[config.mk]
export PLATFORM = sky130hd
export DESIGN_NAME = bitstream_aligner
export DESIGN_NICKNAME = d
export VERILOG_FILES = /design/src/rtl/bsa_pkg.sv /design/src/rtl/bsa_sync_window.sv /design/src/rtl/bsa_word_packer.sv /design/src/rtl/bitstream_aligner.sv
export SDC_FILE = /design/constraint.sdc
export NUM_CORES = 1
export LEC_CHECK = 0
export BUFFER_PORTS_ARGS = -buffer_cell sky130_fd_sc_hd__buf_2
export CAP_MARGIN = 20
export CELL_PAD_IN_SITES_DETAIL_PLACEMENT = 1
export CELL_PAD_IN_SITES_GLOBAL_PLACEMENT = 2
export CORE_MARGIN = 5
export CORE_UTILIZATION = 33
export DETAILED_ROUTE_END_ITERATION = 6
export HOLD_SLACK_MARGIN = 0.06
export PLACE_DENSITY = 0.81
export SLEW_MARGIN = 10
export SYNTH_ARGS = -nofsm -noshare
export SYNTH_HDL_FRONTEND = slang
export SYNTH_SLANG_ARGS = --single-unit
[constraint.sdc]
create_clock -name clk -period 2.7 [get_ports clk]
set_input_delay 0.135 -clock clk [delete_from_list [all_inputs] [get_ports clk]]
set_output_delay 0.135 -clock clk [all_outputs]
set_load 0.01 [all_outputs]
[src/rtl/bsa_pkg.sv]
// Package: shared constants and types for the sync aligner.
// Assumes a byte-wide input and a marker exactly one output word long.
package bsa_pkg;
    localparam int          BYTE_W     = 8;
    localparam int          WORD_BYTES = 4;
    localparam int          WORD_W     = BYTE_W * WORD_BYTES;
    // Marker with the earliest arriving byte in the top byte lane.
    localparam logic [31:0] SYNC_WORD  = 32'hAA99_5566;

    typedef enum logic {
        ST_HUNT = 1'b0,   // looking for the marker
        ST_PASS = 1'b1    // marker found, packing payload
    } bsa_state_e;
endpackage

[src/rtl/bsa_sync_window.sv]
// Module: sliding window over the most recent bytes of the stream.
// Compares the previous NBYTES-1 bytes plus the byte now offered
// against the marker every cycle, so a partial match that overlaps
// the true marker is never skipped. Assumes the caller shifts only
// on accepted bytes and flushes at stream ends and on a match.
module bsa_sync_window #(
    parameter int                  NBYTES  = bsa_pkg::WORD_BYTES,
    parameter logic [8*NBYTES-1:0] PATTERN = bsa_pkg::SYNC_WORD
) (
    input  logic       clk,
    input  logic       rst_n,
    input  logic       shift_en,
    input  logic       flush,
    input  logic [7:0] byte_in,
    output logic       match
);
    localparam int TAPS = NBYTES - 1;

    logic [7:0]          tap_q [TAPS];
    logic [8*NBYTES-1:0] cand;

    // Purpose: place older bytes above the newest one in the candidate.
    assign cand[7:0] = byte_in;
    generate
        for (genvar t = 0; t < TAPS; t++) begin : g_cand
            assign cand[8*(t+1) +: 8] = tap_q[t];
        end
    endgenerate

    // Purpose: report a full marker including the byte on the input.
    assign match = (cand == PATTERN);

    // Purpose: shift accepted bytes into the window, or clear it.
    always_ff @(posedge clk) begin
        if (!rst_n || (shift_en && flush)) begin
            for (int t = 0; t < TAPS; t++) tap_q[t] <= '0;
        end else if (shift_en) begin
            tap_q[0] <= byte_in;
            for (int t = 1; t < TAPS; t++) tap_q[t] <= tap_q[t-1];
        end
    end
endmodule

[src/rtl/bsa_word_packer.sv]
// Module: groups kept bytes into words and holds one output word.
// The earliest byte of a group goes to the top byte lane. A group
// closed early by the stream end is zero-filled. Counts words
// produced per stream. Assumes the caller offers a byte or the
// marker only when the output register is free or being drained.
module bsa_word_packer #(
    parameter int                  WORD_BYTES = bsa_pkg::WORD_BYTES,
    parameter logic [8*WORD_BYTES-1:0] SYNC   = bsa_pkg::SYNC_WORD,
    parameter int                  CNT_W      = 16
) (
    input  logic                    clk,
    input  logic                    rst_n,
    input  logic                    take_byte,
    input  logic                    take_sync,
    input  logic [7:0]              byte_in,
    input  logic                    last_in,
    input  logic                    new_stream,
    input  logic                    out_ready,
    output logic                    out_valid,
    output logic [8*WORD_BYTES-1:0] out_data,
    output logic                    out_last,
    output logic [CNT_W-1:0]        word_cnt
);
    localparam int WORD_W = 8 * WORD_BYTES;
    localparam int IDX_W  = $clog2(WORD_BYTES);
    localparam int ACC_N  = WORD_BYTES - 1;

    logic [7:0]       acc_q [ACC_N];
    logic [IDX_W-1:0] idx_q;
    logic [7:0]       merged [WORD_BYTES];
    logic [WORD_W-1:0] packed_word;
    logic             word_full;
    logic             close_grp;
    logic             emit;

    // Purpose: overlay the offered byte on the bytes gathered so far.
    generate
        for (genvar j = 0; j < WORD_BYTES; j++) begin : g_lane
            if (j < ACC_N) begin : g_held
                assign merged[j] = (idx_q == IDX_W'(j)) ? byte_in : acc_q[j];
            end else begin : g_tail
                assign merged[j] = (idx_q == IDX_W'(j)) ? byte_in : 8'h00;
            end
            assign packed_word[WORD_W-1-8*j -: 8] = merged[j];
        end
    endgenerate

    // Purpose: decide when a group closes and a word is produced.
    assign word_full = (idx_q == IDX_W'(WORD_BYTES - 1));
    assign close_grp = take_byte && (word_full || last_in);
    assign emit      = take_sync || close_grp;

    // Purpose: gather bytes of the open group, clear on close.
    always_ff @(posedge clk) begin
        if (!rst_n || take_sync || close_grp) begin
            idx_q <= '0;
            for (int j = 0; j < ACC_N; j++) acc_q[j] <= '0;
        end else if (take_byte) begin
            idx_q <= idx_q + 1'b1;
            for (int j = 0; j < ACC_N; j++)
                if (idx_q == IDX_W'(j)) acc_q[j] <= byte_in;
        end
    end

    // Purpose: one-word output register with ready/valid handover.
    always_ff @(posedge clk) begin
        if (!rst_n) begin
            out_valid <= 1'b0;
            out_data  <= '0;
            out_last  <= 1'b0;
        end else if (emit) begin
            out_valid <= 1'b1;
            out_data  <= take_sync ? SYNC : packed_word;
            out_last  <= last_in;
        end else if (out_ready) begin
            out_valid <= 1'b0;
        end
    end

    // Purpose: count words produced in the current stream.
    always_ff @(posedge clk) begin
        if (!rst_n)          word_cnt <= '0;
        else if (new_stream) word_cnt <= emit ? CNT_W'(1) : '0;
        else if (emit)       word_cnt <= word_cnt + 1'b1;
    end

    // nothing is loaded while a word waits for the consumer.
    p_stall_blocks_take_r9: assert property (@(posedge clk) disable iff (!rst_n)
        (out_valid && !out_ready) |-> !(take_byte || take_sync));

    // a stalled word stays put.
    p_stall_holds_r9: assert property (@(posedge clk) disable iff (!rst_n)
        (out_valid && !out_ready) |=> (out_valid && $stable(out_data) && $stable(out_last)));

    // the count steps by one or restarts.
    p_cnt_step_r10: assert property (@(posedge clk) disable iff (!rst_n)
        1'b1 |=> (word_cnt == $past(word_cnt) || word_cnt == $past(word_cnt) + 1'b1
                  || word_cnt <= CNT_W'(1)));
endmodule

[src/rtl/bitstream_aligner.sv]
// Module: top of the sync aligner. Hunts for the marker in each
// byte stream, then packs the rest into byte-reversed words.
// Raises nosync_err when a stream ends without a marker. Assumes
// every stream is closed by in_last on its final byte.
module bitstream_aligner #(
    parameter int CNT_W = 16
) (
    input  logic             clk,
    input  logic             rst_n,
    input  logic             in_valid,
    output logic             in_ready,
    input  logic [7:0]       in_data,
    input  logic             in_last,
    output logic             out_valid,
    input  logic             out_ready,
    output logic [31:0]      out_data,
    output logic             out_last,
    output logic [CNT_W-1:0] word_count,
    output logic             nosync_err
);
    import bsa_pkg::*;

    bsa_state_e state_q;
    logic       at_start_q;
    logic       accept;
    logic       match;
    logic       hunting;
    logic       take_sync;
    logic       take_byte;

    // Purpose: accept a byte whenever the output register can take a word.
    assign in_ready  = !out_valid || out_ready;
    assign accept    = in_valid && in_ready;
    assign hunting   = (state_q == ST_HUNT);
    assign take_sync = accept && hunting && match;
    assign take_byte = accept && !hunting;

    bsa_sync_window #(
        .NBYTES  (WORD_BYTES),
        .PATTERN (SYNC_WORD)
    ) win_i (
        .clk      (clk),
        .rst_n    (rst_n),
        .shift_en (accept && hunting),
        .flush    (in_last || match),
        .byte_in  (in_data),
        .match    (match)
    );

    bsa_word_packer #(
        .WORD_BYTES (WORD_BYTES),
        .SYNC       (SYNC_WORD),
        .CNT_W      (CNT_W)
    ) pack_i (
        .clk        (clk),
        .rst_n      (rst_n),
        .take_byte  (take_byte),
        .take_sync  (take_sync),
        .byte_in    (in_data),
        .last_in    (in_last),
        .new_stream (accept && at_start_q),
        .out_ready  (out_ready),
        .out_valid  (out_valid),
        .out_data   (out_data),
        .out_last   (out_last),
        .word_cnt   (word_count)
    );

    // Purpose: hunt until the marker, pass until the stream ends.
    always_ff @(posedge clk) begin
        if (!rst_n)                                state_q <= ST_HUNT;
        else if (take_sync && !in_last)            state_q <= ST_PASS;
        else if (take_byte && in_last)             state_q <= ST_HUNT;
    end

    // Purpose: remember whether the next accepted byte opens a stream.
    always_ff @(posedge clk) begin
        if (!rst_n)      at_start_q <= 1'b1;
        else if (accept) at_start_q <= in_last;
    end

    // Purpose: flag a stream that ended with no marker, clear on next one.
    always_ff @(posedge clk) begin
        if (!rst_n)                                  nosync_err <= 1'b0;
        else if (accept && hunting && in_last && !match) nosync_err <= 1'b1;
        else if (accept && at_start_q)               nosync_err <= 1'b0;
    end

    // a found marker becomes the next output word.
    p_sync_word_r2: assert property (@(posedge clk) disable iff (!rst_n)
        take_sync |=> (out_valid && out_data == SYNC_WORD));

    // the final kept byte yields a word flagged last.
    p_last_marks_r7: assert property (@(posedge clk) disable iff (!rst_n)
        (accept && in_last && (!hunting || match)) |=> (out_valid && out_last));

    // a no-sync stream has produced no word.
    p_err_no_words_r8: assert property (@(posedge clk) disable iff (!rst_n)
        nosync_err |-> (word_count == '0));
endmodule

; ---- Yosys cells after proc, flatten, opt, wreduce, memory -nomap -nowiden
; Memory sizes are Yosys's and may differ from the RTL's.
; Index checks and enable logic that the tools add are counted.
[op_classes]
addsub = 2
n_eq_ne = 4
n_mux = 39
n_bitwise = 7
n_reduce_logical = 27
[ops]
columns = cell, n
row1 = $mux 8, 10
row2 = $eq 32x32->1 const B, 1
row3 = $mux 16, 2
row4 = $mux 32, 1
row5 = $mux 1, 26
row6 = $add 16x1->16 const B, 1
row7 = $logic_and 1x1->1, 11
row8 = $reduce_bool 2->1, 4
row9 = $logic_or 1x1->1, 7
row10 = $or 1x1->1, 6
row11 = $eq 2x2->1 const B, 2
row12 = $logic_not 1->1, 4
row13 = $add 2x1->2 const B, 1
row14 = $eq 2x1->1 const B, 1
row15 = $logic_not 2->1, 1
row16 = $not 1->1, 1
[word_totals]
regBits = 55
ramBits = 48
input_bits = 13
out_inout_bits = 52
elab_cells = 89
memories = 2
[memory_table]
columns = name, depth, width, rd, rd_ports_with_merged_regs, wr, line_no
row1 = pack_i.acc_q, 3, 8, 3, 0, 3, bsa_word_packer.sv:28  ; logic [7:0] acc_q [ACC_N];
row2 = win_i.tap_q, 3, 8, 3, 0, 3, bsa_sync_window.sv:19  ; logic [7:0] tap_q [TAPS];

; ---- Longest topological paths before layout
; Gate-level depths: netlist of the first run.
[logic_depth]
word_depth = 10
ltp_mapped = 8
depth_no_buf = 6

; ---- By module
; Synthesis of the first run repeated with hierarchy kept, for this count alone.
[hier_totals]
hier_cells = 383
area_unflattened_um2 = 4468.0
[modules_own_cells]
columns = module, instances, cells_per_inst, area_each_um2, seq_area_each_um2
row1 = bsa_word_packer, 1, 301, 3268.1, 1761.7
row2 = bsa_sync_window, 1, 64, 1032.2, 720.7
row3 = bitstream_aligner, 1, 18, 167.7, 60.1

; ---- Least setup slack after synthesis of the first run
; No wires, ideal clock.
[synth_timing]
path_type = reg2reg
startpoint = reg pack_i.out_valid
endpoint = mem win_i.tap_q[0][0], enable pin
setup_ns = 0.438
t_arrival_ns = 2.565
required_time_ns = 2.262
path_slack_ns = -0.303
path_stages_with_launch = 5
n_path_buf = 0
cell_sequence = dfxtp_1 and2b_1 inv_1 nand2_1 o21ai_0
[synth_lines]
columns = item, line_no
row1 = from (decl), bsa_word_packer.sv:19  ; output logic out_valid,
row2 = from (signal assigned), bsa_word_packer.sv:68  ; out_valid <= 1'b0;
row3 = from (signal assigned), bsa_word_packer.sv:72  ; out_valid <= 1'b1;
row4 = from (signal assigned), bsa_word_packer.sv:76  ; out_valid <= 1'b0;
row5 = to (decl), bsa_sync_window.sv:19

==> Implementation_results.wiki, run 1 <==
{| class="wikitable"
! Metric !! Value
|-
| Die extent in y || 126 um
|-
| Number of antenna violations at the first check in global routing || 0
|-
| Leakage || 2.01 nW
|-
| Final RePlAce weighted congestion || 0.782
|-
| Pwr Total || 3.03 mW
|-
| Library cells used by synthesis || 43
|-
| Worst relative slew slack || 0.502
|-
| Global-route wire length before repair || 18000 um
|-
| Number of warnings printed during yosys synthesis || 0
|-
| Number of gates resized after cts || 0
|-
| Layout-stage area growth over the synthesis result || 18.7%
|-
| Crit. End Element || flop
|-
| GRT Util Overall || 0.142
|-
| Number of hold buffers added after CTS || 0
|-
| Clock latency on the worst-skew pair || 340 ps
|-
| Area of the mapped netlist || 4430 um^2
|-
| Synthesized flop and latch total || 103
|-
| Vias per std cell || 5.06
|-
| Number of antenna cells inserted || 0
|-
| Final Cycle Share || 0.853
|-
| Core area || 13200 um^2
|-
| I/O pin count || 65
|-
| DRC violation count after routing || 0
|-
| Critical path type || reg -> reg
|-
| Number of cell rows || 42
|-
| Sw power || 0.668 mW
|-
| Number of pins exceeding their max-slew limit in the final report || 0
|-
| Fraction of met3 tracks used by global routing || 0.0292
|-
| TritonCTS sink count || 103
|-
| Buffers added on ports || 64
|-
| Worst IR Drop VDD || 0.243 mV
|-
| Fraction of the yosys area taken by sequential cells || 0.574
|-
| Post-CTS setup buffers || 0
|-
| Layout cell share with drive strength beyond 1 || 0.215
|-
| Clock-pin transition on the worst setup and hold timing paths || 70 ps
|-
| Run status || finished clean
|-
| Power density over the cells || 575 nW/um^2
|-
| Final WS setup || 396 ps
|-
| Max Clock Freq || 434 MHz
|-
| Total number of nets in the final design || 482
|-
| Filler Cell Count || 1454
|-
| Clock tree from TritonCTS || yes
|-
| Die Area || 15800 um^2
|-
| Fraction of power consumed by the clock network || 0.410
|-
| GRT met1 Usage || 0.174
|-
| Total grt overflow || 0
|-
| Number of instances in the synthesized netlist || 398
|-
| X dimension of the die || 126 um
|-
| Global-route track usage on met2 || 0.247
|-
| Cell area after placement || 4980 um^2
|-
| Time the worst path needs with I/O delays and setup || 2300 ps
|-
| Total Negative Setup Slacks || 0 ps
|-
| Via count of the first global-routing pass || 3407
|-
| Count of max-cap constraint violations || 0
|-
| Busiest layer in global routing || met2
|-
| Post-DP HPWL || 8000 um
|-
| Int Pwr || 2.36 mW
|-
| Share of total power in sequential cells || 0.554
|-
| Vias after detailed routing || 3261
|-
| DRC violation total after the first TritonRoute iteration || 176
|-
| Place WS || 377 ps
|-
| Pin count of the biggest net entering global routing || 30
|-
| # H-tree levels || 3
|-
| CP arrival || 2310 ps
|-
| Syn_nets || 416
|-
| Root Buffer || sky130_fd_sc_hd__clkbuf_16
|-
| Critical path data required time || 2700 ps
|-
| Mean post-synth cell area || 11.1 um^2
|-
| Hold Vio Cnt, Final || 0
|-
| Transition time at the pin with the least slew margin || 741 ps
|-
| Gate power share || 0.036
|-
| Inserted Clock Buffers || 9
|-
| Initial Util || 0.336
|-
| Switching part of the total power || 0.221
|-
| Critical path startpoint category || flop
|-
| RSZ-0062 raised after global routing || no
|-
| Length of the first detailed-routing pass in iterations || 4
|-
| Worst setup skew after layout || 8.95 ps
|-
| Cell area after layout || 5260 um^2
|-
| Clock Tree Buf Depth || 2
|-
| Average wire length per cell after detail routing || 17.2 um
|-
| Final ANT Viol Nets || 0
|-
| Highest net fanout along the worst path || 29
|-
| Hold Path Class || in -> reg
|-
| Setup violation total in the final timing report || 0
|-
| Detailed Route WL || 11100 um
|}
==> cell usage in the layout, fill, tap and decap left out, drive strengths merged, types with 4 or more instances in the layout <==
cell    count
nand2      39
or3         8
ha          5
a22oi       8
nor2       20
nand2b      5
inv         8
mux2i      29
edfxtp     48
clkbuf     11
nor3        5
a211oi     12
nor4bb      6
a21oi      10
and2       34
o21ai      24
dfxtp      55
a21boi     18
buf        77
o32ai       4
nand3      14
and4        4
==> critical path, stage by stage (launching register included) <==
cell and delay, ps:
sky130_fd_sc_hd__dfxtp_1 480, sky130_fd_sc_hd__inv_2 120, sky130_fd_sc_hd__nor4_4 310, sky130_fd_sc_hd__buf_4 340, sky130_fd_sc_hd__buf_4 330, sky130_fd_sc_hd__a211o_1 390
==> synth_stat cells (all sizes together) <==
cell type,n,area share
nor4,2,0.0062
a22oi,8,0.014
nor3,5,0.0093
o41ai,1,0.0020
o32ai,4,0.0079
or3,8,0.011
a21oi,10,0.011
a211oi,12,0.020
and4bb,2,0.0056
nor4bb,6,0.014
ha,5,0.014
and4,4,0.0085
clkbuf,11,0.0093
and3,3,0.0042
nand4b,1,0.0020
a31oi,1,0.0014
nand2,39,0.033
inv,6,0.0051
a31o,1,0.0020
buf,11,0.012
dfxtp,55,0.25
nor4b,1,0.0054
mux2i,29,0.066
and2,34,0.048
xnor2,1,0.0020
nand3,14,0.016
nand2b,5,0.0071
o21a,1,0.0017
a211o,3,0.0059
edfxtp,48,0.33
a21boi,18,0.030
nand4,3,0.0042
o21ai,24,0.027
o311ai,1,0.0020
and2b,1,0.0017
nor2,20,0.017
==> cell families after synthesis <==
family	count (synthesis)	synth area share
simple gates	148	0.193
flops	103	0.574
fa+ha+maj	5	0.0141
buf+inv	28	0.0260
xor+xnor	1	0.00198
mux	29	0.0655
compound gates	84	0.126
==> metal layers <==
layer  part of all wire  routed length [um]
met1               0.44                4900
met2               0.52                5740
met3              0.031                 342
met4              0.011                 126
met5                  0                   0
==> through the flow <==
step,hold slack (ps),std cells,utilization
after floorplan,258,398,-
after global placement,430,628,0.377
after detailed placement,436,629,0.377
final,124,645,0.399
after global routing,172,645,0.399
after CTS,117,645,0.399
==> power by group through the flow <==
stage | clock network, mW | registers [mW] | logic, mW
after detailed placement | 0 | 1.71 | 0.111
final | 1.24 | 1.68 | 0.109
after CTS | 1.27 | 1.68 | 0.111
after global placement | 0 | 1.71 | 0.107
after floorplan | 0 | 1.71 | 0.0613
after global routing | 1.34 | 1.68 | 0.120
==> worst paths after layout <==
| check | slack (ps) | to | from | cells after the start |
|---|---|---|---|---|
| worst min-delay path | 120 | pack_i.out_last | in_last | 3 |
| worst min register to register | 440 | nosync_err | nosync_err | 2 |
| worst max register to register | 400 | pack_i.acc_q[0][4] | state_q | 5 |
| worst max-delay path | 400 | pack_i.acc_q[0][4] | state_q | 5 |
==> sequential cells by signal, summed over array words and instances (netlist names) <==
register / count
at_start_q: 1
nosync_err: 1
pack_i.acc_q: 24
pack_i.idx_q: 2
pack_i.out_data: 32
pack_i.out_last: 1
pack_i.out_valid: 1
pack_i.word_cnt: 16
state_q: 1
win_i.tap_q: 24
==> final cells by class <==
cell class | count | area, um^2 | share of cell area
multi-input combinational | 267 | 1780 | 0.338
tap | 176 | 220 | 0.0419
inverter | 6 | 22.5 | 0.00428
timing repair buffer | 77 | 414 | 0.0787
clock inverter | 5 | 41.3 | 0.00785
sequential | 103 | 2540 | 0.483
clock buffer | 11 | 243 | 0.0461
(Power assumes the default switching activity.)
==> inputs of run 2 (changes only) <==
--- a/config.mk
+++ b/config.mk
@@ -14,6 +14,7 @@
 export DETAILED_ROUTE_END_ITERATION = 6
 export HOLD_SLACK_MARGIN = 0.06
 export PLACE_DENSITY = 0.81
+export RECOVER_POWER = 100
 export SLEW_MARGIN = 10
 export SYNTH_ARGS = -nofsm -noshare
 export SYNTH_HDL_FRONTEND = slang
==> constraint.sdc (replaced) <==
create_clock -name clk -period 2.7 [get_ports clk]
set_input_delay 0.27 -clock clk [delete_from_list [all_inputs] [get_ports clk]]
set_output_delay 0.27 -clock clk [all_outputs]
set_load 0.01 [all_outputs]
==> Implementation_results.wiki, run 2 (synthesis results as in run 1) <==
{| class="wikitable"
! Metric !! Value
|-
| Run status || finished clean
|-
| Total grt overflow || 0 (unchanged)
|-
| GRT Util Overall || 0.143 (+0.00157)
|-
| Leakage || 1.76 nW (-13%)
|-
| Cell area after layout || 5160 um^2 (-1.9%)
|-
| Hold Vio Cnt, Final || 0 (unchanged)
|-
| Final ANT Viol Nets || 0 (unchanged)
|-
| Post-route core utilization || 0.391 (-0.00768)
|-
| Clock-pin transition on the worst setup and hold timing paths || 70 ps (about the same)
|-
| Max Clock Freq || 426 MHz (-1.9%)
|-
| Most frequent standard cell in the layout excluding fill and tap cells || sky130_fd_sc_hd__dfxtp_1
|-
| Root Buffer || sky130_fd_sc_hd__clkbuf_16
|-
| I/O pin count || 65 (unchanged)
|-
| Highest net fanout along the worst path || 30 (+3.4%)
|-
| Leading registers by flop count || pack_i.out_data: 32 flops, pack_i.acc_q: 24 flops, win_i.tap_q: 24 flops
|-
| Cell area after placement || 4980 um^2 (about the same)
|-
| Cells along the critical path || ha_1 > nor2_1 > nor4_4 > clkbuf_2 > a31oi_1 > buf_4 > o311ai_0 > o41ai_1
|-
| Count of max-cap constraint violations || 0 (unchanged)
|-
| Post-DP HPWL || 7940 um (-0.77%)
|-
| Buffers added on ports || 64 (unchanged)
|-
| Total number of nets in the final design || 482 (unchanged)
|-
| Setup violation total in the final timing report || 0 (unchanged)
|-
| CP arrival || 2580 ps (+270 ps)
|-
| Slowest stage cell on the critical path || sky130_fd_sc_hd__clkbuf_2
|-
| Global-route wire length before repair || 17700 um (-1.5%)
|-
| Switching part of the total power || 0.228 (+0.00779)
|-
| X dimension of the die || 126 um (unchanged)
|-
| Number of antenna violations at the first check in global routing || 0 (unchanged)
|-
| Number of pins exceeding their max-slew limit in the final report || 0 (unchanged)
|-
| Length of the first detailed-routing pass in iterations || 4 (unchanged)
|-
| Critical path data required time || 2930 ps (+230 ps)
|-
| Share of total power in sequential cells || 0.554 (about the same)
|-
| Die extent in y || 126 um (unchanged)
|-
| Layout cell share with drive strength beyond 1 || 0.100 (-0.115)
|-
| Clock Tree Buf Depth || 2 (unchanged)
|-
| Place WS || 523 ps (+146 ps)
|-
| Slowest cell delay on critical path || 540 ps (+60 ps)
|-
| Number of hold buffers added after CTS || 0 (unchanged)
|-
| Register bank with the most flops || pack_i.out_data
|-
| Worst relative slew slack || 0.545 (+0.0436)
|-
| Inserted Clock Buffers || 9 (unchanged)
|-
| Via count of the first global-routing pass || 3326 (-2.4%)
|-
| Commonest cells after routing, fill and taps aside || sky130_fd_sc_hd__dfxtp_1 (55), sky130_fd_sc_hd__clkbuf_1 (54), sky130_fd_sc_hd__edfxtp_1 (48)
|-
| Final RePlAce weighted congestion || 0.758 (-3.1%)
|-
| Time the worst path needs with I/O delays and setup || 2350 ps (+45.4 ps)
|-
| Initial Util || 0.336 (unchanged)
|-
| Critical path buffers and inverters || 2 (-1)
|-
| # H-tree levels || 3 (unchanged)
|-
| Crit. End Element || flop
|-
| Pin count of the biggest net entering global routing || 31 (+3.3%)
|-
| Clock latency on the worst-skew pair || 360 ps (+20 ps)
|-
| RSZ-0062 raised after global routing || no
|-
| Top Family by Delay on Critical Path || buffers and inverters
|-
| Average wire length per cell after detail routing || 17.1 um (-0.67%)
|-
| Int Pwr || 2.33 mW (-1.1%)
|-
| Transition time at the pin with the least slew margin || 676 ps (-64.9 ps)
|-
| Finished Layout Cells || 645 (unchanged)
|-
| Final Hold Slack || 229 ps (+106 ps)
|-
| Final Cycle Share || 0.870 (+0.0168)
|-
| Gate power share || 0.035 (about the same)
|-
| Pwr Total || 3.02 mW (about the same)
|-
| Detailed Route WL || 11000 um (-0.67%)
|-
| Final WS setup || 350 ps (-45.4 ps)
|-
| Worst IR Drop VDD || 0.332 mV (+37%)
|-
| Critical path startpoint category || flop
|-
| Post-CTS setup buffers || 0 (unchanged)
|-
| Total Negative Setup Slacks || 0 ps (unchanged)
|-
| Power density over the cells || 586 nW/um^2 (+1.9%)
|-
| Cell total after placement || 629 (unchanged)
|-
| Core area || 13200 um^2 (unchanged)
|-
| Vias after detailed routing || 3235 (-0.80%)
|-
| Sw power || 0.691 mW (+3.5%)
|-
| DRC violation total after the first TritonRoute iteration || 134 (-24%)
|-
| Number of antenna cells inserted || 0 (unchanged)
|-
| Largest register FFs || 32 (unchanged)
|-
| Critical path type || reg -> reg
|-
| Layout-stage area growth over the synthesis result || 16.4%
|-
| Number of cell rows || 42 (unchanged)
|-
| Hold Path Class || in -> reg
|-
| Vias per std cell || 5.02 (-0.80%)
|-
| Number of gates resized after cts || 0 (unchanged)
|-
| Die Area || 15800 um^2 (unchanged)
|-
| TritonCTS sink count || 103 (unchanged)
|-
| Worst setup skew after layout || 9.21 ps (+0.267 ps)
|-
| Fraction of power consumed by the clock network || 0.411 (about the same)
|-
| Filler Cell Count || 1502 (+3.3%)
|-
| Clock tree from TritonCTS || yes
|-
| DRC violation count after routing || 0 (unchanged)
|}
run 2: final timing paths:
kind	cells past startpoint	slack [ps]	startpoint	endpoint
hold reg to reg	2	440	nosync_err	nosync_err
setup / recovery	8	350	pack_i.idx_q[0]	pack_i.word_cnt[5]
hold / removal	3	230	in_last	pack_i.out_last
setup reg to reg	8	350	pack_i.idx_q[0]	pack_i.word_cnt[5]
run 2: per-layer routing:
metal	vias up	part of all wire	GRT usage
li1	1587	-	-
met1	1574	0.43	0.174
met2	57	0.50	0.239
met3	17	0.044	0.0487
met4	0	0.019	0.0486
met5	-	0	0
run 2: power by group through the flow:
stage                     sequential (mW)  clock [mW]  combinational [mW]
final                                1.68        1.24               0.107
after global routing                 1.68        1.36               0.118
after CTS                            1.68        1.28               0.113
after detailed placement             1.71           0               0.112
after global placement               1.71           0               0.108
after floorplan                      1.71           0              0.0613
run 2: area by class of cell:
cell class | count | area (um^2) | share of cell area
Timing Repair Buffer | 77 | 338 | 0.0655
Clock inverter | 7 | 52.6 | 0.0102
Multi-Input combinational cell | 267 | 1760 | 0.341
Clock buffer | 9 | 225 | 0.0437
Sequential cell | 103 | 2540 | 0.493
Inverter | 6 | 22.5 | 0.00437
Tap cell | 176 | 220 | 0.0427
run 2: worst register-to-register path, cell delays in order (launching register included):
cell                       delay, ps
sky130_fd_sc_hd__dfxtp_1         420
sky130_fd_sc_hd__ha_1            230
sky130_fd_sc_hd__nor2_1           90
sky130_fd_sc_hd__nor4_4          160
sky130_fd_sc_hd__clkbuf_2        540
sky130_fd_sc_hd__a31oi_1         100
sky130_fd_sc_hd__buf_4           230
sky130_fd_sc_hd__o311ai_0        340
sky130_fd_sc_hd__o41ai_1         130
==> inputs of run 3 (changes only) <==
--- a/config.mk
+++ b/config.mk
@@ -9,6 +9,7 @@
 export CAP_MARGIN = 20
 export CELL_PAD_IN_SITES_DETAIL_PLACEMENT = 1
 export CELL_PAD_IN_SITES_GLOBAL_PLACEMENT = 2
+export CORE_ASPECT_RATIO = 0.75
 export CORE_MARGIN = 5
 export CORE_UTILIZATION = 33
 export DETAILED_ROUTE_END_ITERATION = 6
==> Implementation_results.wiki, run 3 (synthesis results as in run 1) <==
{| class="wikitable"
! Metric !! Value
|-
| Run status || finished clean
|-
| Pin count of the biggest net entering global routing || 33 (+6.5%)
|-
| Max Clock Freq || 441 MHz (+3.5%)
|-
| I/O pin count || 65 (unchanged)
|-
| Finished Layout Cells || 636 (-1.4%)
|-
| Layout-stage area growth over the synthesis result || 15.7%
|-
| Most frequent standard cell in the layout excluding fill and tap cells || sky130_fd_sc_hd__dfxtp_1
|-
| Commonest cells after routing, fill and taps aside || sky130_fd_sc_hd__dfxtp_1 (55), sky130_fd_sc_hd__clkbuf_1 (54), sky130_fd_sc_hd__edfxtp_1 (48)
|-
| Final Hold Slack || 241 ps (+12.2 ps)
|-
| Vias per std cell || 5.11 (+2.0%)
|-
| Area of combinational cells with multiple inputs || 1740 um^2 (-0.85%)
|-
| Largest register FFs || 32 (unchanged)
|-
| DRC violation total after the first TritonRoute iteration || 158 (+18%)
|-
| Total grt overflow || 0 (unchanged)
|-
| Cell total after placement || 620 (-1.4%)
|-
| Inserted Clock Buffers || 9 (unchanged)
|-
| Number of cell rows || 36 (-14%)
|-
| Die Area || 15900 um^2 (+0.15%)
|-
| DRC violation count after routing || 0 (unchanged)
|-
| Initial Util || 0.339 (+0.00328)
|-
| Clock-pin transition on the worst setup and hold timing paths || 70 ps (about the same)
|-
| Place WS || 643 ps (+120 ps)
|-
| Post-DP HPWL || 8020 um (+0.96%)
|-
| Layout cell share with drive strength beyond 1 || 0.0860 (-0.0142)
|-
| Met3 routed WL || 354 um (-26%)
|-
| Number of antenna violations at the first check in global routing || 0 (unchanged)
|-
| Highest routed metal layer || met4
|-
| Flip-flop and latch area || 2540 um^2 (unchanged)
|-
| Post-route core utilization || 0.392 (+0.00133)
|-
| Via count of the first global-routing pass || 3594 (+8.1%)
|-
| Final Cycle Share || 0.840 (-0.0298)
|-
| Worst Hold Path EP || pack_i.out_last
|-
| RSZ-0062 raised after global routing || no
|-
| Worst relative slew slack || 0.529 (-0.0160)
|-
| Final WS setup || 431 ps (+80.5 ps)
|-
| CP arrival || 2370 ps (-210 ps)
|-
| Buffers added on ports || 64 (unchanged)
|-
| Global-route wire length before repair || 18600 um (+4.7%)
|-
| Hold Vio Cnt, Final || 0 (unchanged)
|-
| Register bank with the most flops || pack_i.out_data
|-
| Final ANT Viol Nets || 0 (unchanged)
|-
| Worst IR Drop VDD || 0.386 mV (+16%)
|-
| Highest net fanout along the worst path || 24 (-20%)
|-
| Detailed Route WL || 11300 um (+2.6%)
|-
| Minimum setup slack among reg-to-reg paths || 430 ps (+80 ps)
|-
| Total number of nets in the final design || 478 (-0.83%)
|-
| Worst setup skew after layout || 13.2 ps (+3.98 ps)
|-
| Hold Path Class || in -> reg
|-
| Worst hold path cell count || 3 (unchanged)
|-
| Clock tree from TritonCTS || yes
|-
| Time the worst path needs with I/O delays and setup || 2270 ps (-80.5 ps)
|-
| M1 wire length || 5150 um (+7.7%)
|-
| Power density over the cells || 600 nW/um^2 (+2.4%)
|-
| Cell area after layout || 5130 um^2 (-0.63%)
|-
| Number of pins exceeding their max-slew limit in the final report || 0 (unchanged)
|-
| Vias after detailed routing || 3253 (+0.56%)
|-
| Setup violation total in the final timing report || 0 (unchanged)
|-
| Crit. End Element || flop
|-
| Total Negative Setup Slacks || 0 ps (unchanged)
|-
| Leakage || 1.74 nW (-0.92%)
|-
| Critical path startpoint category || flop
|-
| Root Buffer || sky130_fd_sc_hd__clkbuf_16
|-
| Die extent in y || 110 um (-12%)
|-
| Leading registers by flop count || pack_i.out_data: 32 flops, pack_i.acc_q: 24 flops, win_i.tap_q: 24 flops
|-
| GRT Util Overall || 0.151 (+0.00792)
|-
| Average wire length per cell after detail routing || 17.8 um (+4.1%)
|-
| Critical path type || reg -> reg
|-
| Critical R2R Capture || win_i.tap_q[0][7]
|-
| Length of the first detailed-routing pass in iterations || 4 (unchanged)
|-
| Filler Cell Count || 1483 (-1.3%)
|-
| Core area || 13100 um^2 (-0.97%)
|-
| Critical path data required time || 2800 ps (-130 ps)
|-
| X dimension of the die || 144 um (+14%)
|-
| Clock latency on the worst-skew pair || 350 ps (about the same)
|-
| TritonCTS sink count || 103 (unchanged)
|-
| # H-tree levels || 3 (unchanged)
|-
| Cell area after placement || 4940 um^2 (-0.68%)
|-
| Clock Tree Buf Depth || 2 (unchanged)
|-
| Met2 WL || 5680 um (+2.0%)
|-
| Pwr Total || 3.08 mW (+1.7%)
|-
| Count of max-cap constraint violations || 0 (unchanged)
|-
| Worst hold start || in_last
|-
| Final RePlAce weighted congestion || 0.775 (+2.3%)
|-
| Crit Reg-Reg Startpoint || win_i.tap_q[0][1]
|-
| Number of antenna cells inserted || 0 (unchanged)
|-
| Transition time at the pin with the least slew margin || 699 ps (+22.8 ps)
|-
| Number of gates resized after cts || 0 (unchanged)
|-
| Depth of the worst register-to-register path || 6 (-2)
|-
| Post-CTS setup buffers || 0 (unchanged)
|-
| Number of hold buffers added after CTS || 0 (unchanged)
|}
==> run 3: routing by layer <==
| metal | global-route usage | vias up |
|---|---|---|
| met5 | 0 | - |
| met4 | 0.0491 | 0 |
| met3 | 0.0332 | 10 |
| met2 | 0.268 | 44 |
| met1 | 0.184 | 1619 |
| li1 | - | 1580 |
==> run 3: power breakdown <==
part,internal (mW),total [mW],leakage [nW],switching (mW)
combinational,0.0314,0.105,0.638,0.0733
clock,0.654,1.30,0.146,0.642
sequential,1.66,1.68,0.958,0.0125
total,2.35,3.08,1.74,0.728
==> run 3: worst max-delay path by stage <==
stage | from | end | slack, ps
finish | win_i.tap_q[0][1] | win_i.tap_q[0][7] | 430
detailed placement | win_i.tap_q[0][22] | win_i.tap_q[0][18] | 640
global route | win_i.tap_q[0][1] | win_i.tap_q[0][13] | 320
floorplan | pack_i.out_valid | win_i.tap_q[0][0] | 350
CTS | win_i.tap_q[0][1] | pack_i.acc_q[0][12] | 580
global placement | win_i.tap_q[0][16] | win_i.tap_q[0][13] | 700
==> run 3: worst max-delay path, cell delays in order (launching register included) <==
cell                       delay, ps
sky130_fd_sc_hd__edfxtp_1        390
sky130_fd_sc_hd__nor4bb_1        420
sky130_fd_sc_hd__and4_4          330
sky130_fd_sc_hd__nand2_1         170
sky130_fd_sc_hd__nor4b_1         190
sky130_fd_sc_hd__clkbuf_2        270
sky130_fd_sc_hd__and2_0          250
==> run 3: area by class of cell <==
cell class              instances  area share
flip-flops and latches        103       0.496
repair buffers                 73      0.0600
clock buffers                   9      0.0439
clock inverters                 7      0.0139
well taps                     171      0.0417
inverters                       6     0.00439
multi-input cells             267       0.340
